==> src/rtl/i80_frame_writer.sv <==
module i80_frame_writer #(
  parameter int DATA_W = 16,
  parameter int DIM_W  = 11
) (
  input  logic              clk,
  input  logic              rst_n,
  input  logic              reg_wr,
  input  logic [1:0]        reg_addr,
  input  logic [31:0]       reg_wdata,
  output logic [31:0]       reg_rdata,
  input  logic              pix_valid,
  output logic              pix_ready,
  input  logic [DATA_W-1:0] pix_data,
  input  logic              te,
  output logic              cs_n,
  output logic              wr_n,
  output logic              rs,
  output logic [DATA_W-1:0] db,
  output logic              busy,
  output logic              irq
);
  localparam int PH_W  = 4;
  localparam int CNT_W = 2 * DIM_W;
  localparam logic [1:0] A_TIME = 2'd0, A_TRIG = 2'd1, A_STAT = 2'd2, A_SIZE = 2'd3;

  typedef enum logic [2:0] {S_IDLE, S_FETCH, S_CSS, S_WRS, S_ACT, S_HOLD, S_DONE} state_t;

  state_t            state, nxt, first_ph, after_css, after_act, after_hold;
  logic [PH_W-1:0]   cs_set, wr_set, wr_act, wr_hold, act_eff, cnt;
  logic              en, mode, done_flag, te_late, te_q;
  logic [DIM_W-1:0]  hsize, vsize;
  logic [CNT_W-1:0]  left, total;
  logic [DATA_W-1:0] db_q;
  logic              unused_bits;

  wire wr_time  = reg_wr && reg_addr == A_TIME;
  wire wr_trig  = reg_wr && reg_addr == A_TRIG;
  wire wr_stat  = reg_wr && reg_addr == A_STAT;
  wire wr_size  = reg_wr && reg_addr == A_SIZE;
  wire trig_req = wr_trig && reg_wdata[1] && reg_wdata[0] && en;
  wire clr_done = wr_stat && reg_wdata[0];
  wire clr_late = wr_stat && reg_wdata[1];
  wire take     = state == S_FETCH && pix_valid;
  wire in_xfer  = state inside {S_FETCH, S_CSS, S_WRS, S_ACT, S_HOLD};
  wire te_rise  = te && !te_q;

  assign unused_bits = ^reg_wdata;
  assign act_eff = (wr_act == '0) ? PH_W'(1) : wr_act;
  assign total   = CNT_W'(hsize) * CNT_W'(vsize);

  always_comb begin
    after_hold = (left == '0) ? S_DONE : S_FETCH;
    after_act  = (wr_hold != '0) ? S_HOLD : after_hold;
    after_css  = (wr_set != '0) ? S_WRS : S_ACT;
    first_ph   = (cs_set != '0) ? S_CSS : after_css;
  end

  function automatic logic [PH_W-1:0] load_for(state_t s);
    case (s)
      S_CSS:   return cs_set - PH_W'(1);
      S_WRS:   return wr_set - PH_W'(1);
      S_ACT:   return act_eff - PH_W'(1);
      S_HOLD:  return wr_hold - PH_W'(1);
      default: return '0;
    endcase
  endfunction

  always_comb begin
    nxt = state;
    case (state)
      S_IDLE:  if (trig_req) nxt = (total == '0) ? S_DONE : S_FETCH;
      S_FETCH: if (pix_valid) nxt = first_ph;
      S_CSS:   if (cnt == '0) nxt = after_css;
      S_WRS:   if (cnt == '0) nxt = S_ACT;
      S_ACT:   if (cnt == '0) nxt = after_act;
      S_HOLD:  if (cnt == '0) nxt = after_hold;
      S_DONE:  if (clr_done) nxt = S_IDLE;
      default: nxt = S_IDLE;
    endcase
  end

  always_ff @(posedge clk or negedge rst_n) begin
    if (!rst_n) begin
      state <= S_IDLE;
      cnt   <= '0;
      left  <= '0;
      db_q  <= '0;
    end else begin
      state <= nxt;
      if (nxt != state)   cnt <= load_for(nxt);
      else if (cnt != '0) cnt <= cnt - PH_W'(1);
      if (state == S_IDLE && trig_req) left <= total;
      else if (take)                   left <= left - CNT_W'(1);
      if (take) db_q <= pix_data;
    end
  end

  always_ff @(posedge clk or negedge rst_n) begin
    if (!rst_n) begin
      en <= 1'b0; mode <= 1'b0;
      cs_set <= '0; wr_set <= '0; wr_act <= PH_W'(1); wr_hold <= '0;
      hsize <= '0; vsize <= '0;
      done_flag <= 1'b0; te_late <= 1'b0; te_q <= 1'b0;
    end else begin
      te_q <= te;
      if (wr_time) begin
        cs_set  <= reg_wdata[19:16];
        wr_set  <= reg_wdata[15:12];
        wr_act  <= reg_wdata[11:8];
        wr_hold <= reg_wdata[7:4];
        en      <= reg_wdata[0];
      end
      if (wr_trig) mode <= reg_wdata[0];
      if (wr_size) begin
        hsize <= reg_wdata[DIM_W-1:0];
        vsize <= reg_wdata[16+DIM_W-1:16];
      end
      if (state != S_DONE && nxt == S_DONE) done_flag <= 1'b1;
      else if (clr_done)                    done_flag <= 1'b0;
      if (te_rise && in_xfer) te_late <= 1'b1;
      else if (clr_late)      te_late <= 1'b0;
    end
  end

  always_comb begin
    reg_rdata = '0;
    case (reg_addr)
      A_TIME: reg_rdata = {12'd0, cs_set, wr_set, wr_act, wr_hold, 3'd0, en};
      A_TRIG: reg_rdata[0] = mode;
      A_STAT: reg_rdata[1:0] = {te_late, done_flag};
      default: begin
        reg_rdata[DIM_W-1:0]     = hsize;
        reg_rdata[16+DIM_W-1:16] = vsize;
      end
    endcase
  end

  assign cs_n      = !(state inside {S_CSS, S_WRS, S_ACT, S_HOLD});
  assign wr_n      = state != S_ACT;
  assign rs        = in_xfer;
  assign db        = db_q;
  assign pix_ready = state == S_FETCH;
  assign busy      = state != S_IDLE;
  assign irq       = done_flag;
endmodule

==> config.mk <==
export PLATFORM = sky130hd
export DESIGN_NAME = i80_frame_writer
export DESIGN_NICKNAME = d
export VERILOG_FILES = /design/src/rtl/i80_frame_writer.sv
export SDC_FILE = /design/constraint.sdc
export NUM_CORES = 1
export LEC_CHECK = 0
export BUFFER_PORTS_ARGS = -buffer_cell sky130_fd_sc_hd__buf_4
export CAP_MARGIN = 10
export CORE_MARGIN = 5
export CORE_UTILIZATION = 55
export DETAILED_ROUTE_END_ITERATION = 8
export PLACE_DENSITY_LB_ADDON = 0.08
export SLEW_MARGIN = 5
export SYNTH_ARGS = -nofsm -noshare
export SYNTH_HDL_FRONTEND = slang
export SYNTH_SLANG_ARGS = --single-unit
==> constraint.sdc <==
create_clock -name clk -period 5.98 [get_ports clk]
set_input_delay 1.196 -clock clk [delete_from_list [all_inputs] [get_ports clk]]
set_output_delay 1.196 -clock clk [all_outputs]
set_load 0.005 [all_outputs]
==> metrics.txt <==
worst reg-to-reg path cell count 22; Tcrit/Tclk final 1.01; die area about 19000 um^2; synth unique cells slightly below 80; WHS Path Cells 2; HP Start db[10]; Worst setup SP type register; Worst-path clk slew around 0.07 ns; final hold violations 0; commonest cells after routing, fill and taps aside buf_4 (221), nand2_1 (160), inv_1 (91); Starting Density 0.562; Avg Cell Area, Syn between 8 and 9 um^2; Post-Synthesis Cells just under 1000; vias per cell roughly 5.7; clk_lat worst skew around 0.36 ns; Crit. End Element register; total gr overflow 0; H-tree depth 3; Final HPWL DP 18000 um; reg2reg end cnt[2]; area leader, netlist dfrtp_1; number of global-route vias before repair roughly 8000; Filler Cell Count between 1000 and 1500; Slew Limit Fails 0; R2R Setup Slk -0.05 ns; Vias 8014; Placement Setup Slack -0.436 ns; failing checks setup timing; io pins ~110; ANT cells 0; CP required ~6.2 ns; largest net degree at the start of global routing between 50 and 60; fin area 11700 um^2; Fin Clk Skew about 0.0089 ns; WS Path Type register to register; Core Region about 16000 um^2; RSZ-0062 raised after global routing yes; MaxCap Viol Count 0; Clock Path Buffers 2; critical path fanouts, max 4; sequential fraction of the synthesis area 0.247; slew margin rel. 0.302; Critical Path Max Stage Delay between 0.5 and 0.6 ns; Final Util 0.734; GRT Util Overall 0.264; share of cells above drive strength 1 0.346; area grow syn2layout 30.5%; Die Y between 100 and 150 um; CP cell instances buf_12 > nand2_1 > fa_1 > fa_1 > fa_1 > fa_1 > fa_1 > inv_1 > ha_4 > a211oi_4 > o211ai_1 > a221o_1 > a21oi_2 > xnor2_2 > or3_4 > o311ai_4 > nand3_2 > inv_2 > ha_4 > xnor2_1 > nor2_1 > mux2_4; first-pass GRT wire length 39400 um; clock sinks 88; routability cong. about 0.89; Nets ~1400; Final ANT Viol Nets 0; HP Class register to register; Iter 0 DRT Violations around 590; Ys Warns 0; root buf cell clkbuf_16; final worst slack -0.0528 ns; #FFs+latches synth 88; R2R Path Start vsize[6]; initial antenna violation count 0; Hold EP db[10]; TritonCTS clock tree done; per-cell routed wire length 17.1 um; Most common cell on crit path fa_1; placement row count 46; status finished, violations left; total CTS buffers 9; dpl cell area 10500 um^2; synthesized cell area between 8000 and 9000 um^2; worst slew pin tran between 1 and 1.5 ns; IO buf count 98; Detailed Route WL around 24000 um; Pre-Repair DR Iteration Count 5; Critical Path AT roughly 6.3 ns; slowest stage cell on the critical path fa_1; Max Fclk 0.166 GHz; Die X 137 um; Setup Viol. Count Final 1; Synth Flop Type dfrtp_1; WHS roughly 0.47 ns; top cell type's share of synthesized area 0.244; ranking of synthesized cells by area dfrtp_1 (24%), fa_1 (18%), ha_1 (9.0%); number of synthesized flops with an enable pin 0; async set-reset flop share out of synthesis 1.00; commonest non-fill, non-tap cell in the layout buf_4; drc violations 0; minimum clock period 6.03 ns
[synth_stat cells (4+ instances only)]
| library cell | n |
|---|---|
| nand2_1 | 167 |
| and2_1 | 66 |
| fa_1 | 80 |
| a21oi_1 | 29 |
| xor2_1 | 12 |
| buf_1 | 4 |
| a211oi_1 | 6 |
| nand4_1 | 7 |
| and3_1 | 11 |
| inv_1 | 101 |
| a21o_1 | 9 |
| or3_1 | 10 |
| nor2_1 | 45 |
| nand3_1 | 19 |
| ha_1 | 64 |
| a22o_1 | 11 |
| nor3_1 | 19 |
| o21a_1 | 6 |
| clkbuf_1 | 41 |
| buf_4 | 5 |
| xnor2_1 | 10 |
| o21ai_1 | 4 |
| o211ai_1 | 5 |
| dfrtp_1 | 87 |
| nor4_1 | 9 |
| o21ai_0 | 23 |
| a31oi_1 | 8 |
| mux2_2 | 39 |
| o22ai_1 | 7 |
| nor2b_1 | 6 |
| or4_1 | 7 |
| nand2b_1 | 4 |
[final cells by class]
cell class	instances	area (um^2)	area share
inverters	101	379	0.0325
flip-flops and latches	88	2230	0.191
clock inverters	6	97.6	0.00837
well taps	216	270	0.0232
clock buffers	10	239	0.0205
repair buffers	236	1870	0.160
multi-input cells	754	6580	0.564
[worst max-delay path by stage]
stage	slack (ns)	end	from
2_1_floorplan	0.01	cnt[2]	hsize[10]
3_3_place_gp	-0.33	cnt[2]	vsize[2]
3_5_place_dp	-0.44	cnt[2]	hsize[4]
4_1_cts	-0.07	cnt[2]	vsize[4]
5_1_grt	-0.27	cnt[2]	vsize[6]
6_report	-0.05	cnt[2]	vsize[6]
[repair_timing]
| action | 4_1_cts | 5_1_grt |
|---|---|---|
| buffers inserted | 26 | 14 |
| setup endpoints to repair | 4 | 4 |
| hold buffers | 0 | 0 |
| pin swaps | 36 | 48 |
| gates resized for setup | 67 | 57 |
[logic make-up after synthesis]
logic type,count (synthesis),synth area share
adders and majority gates,144,0.269
DFF,88,0.247
buffers and inverters,155,0.0685
AOI/OAI and AO/OA,147,0.118
other,1,0.000420
muxes,46,0.0601
and+or+nand+nor,390,0.216
xor gates and xnor gates,22,0.0216
[routing by layer]
layer  track usage  share of wire  vias to the layer above
met2         0.443           0.49                      279
met5             0              0                        -
met3        0.0526          0.064                       44
met4        0.0643          0.019                        0
met1         0.352           0.42                     3969
li1              -              -                     3722
[critical path, delay by kind of cell, from the launching register on]
kind	cells	cell delay, ns
AND/OR/NAND/NOR	4	0.73
buffers and inverters	3	0.31
flip-flops	1	0.46
XOR/XNOR	2	0.21
AO/OA/AOI/OAI	5	1.15
multiplexers	1	0.27
adder cells (fa/ha/maj)	7	2.80
[metrics by stage]
stage	setup TNS, ns	std cells
floorplan	0	997
global placement	-0.951	1357
detailed placement	-1.24	1357
CTS	-0.145	1397
global route	-0.651	1411
finish	-0.0528	1411
[state kept, by name, summed over array words and instances, names as in the netlist, 11 cells and up]
name   count
left      22
db        16
hsize     11
vsize     11
Power is left out: the tool's default activity adds up to more than one toggle a clock period on the data nets, which glitch-free logic cannot reach.
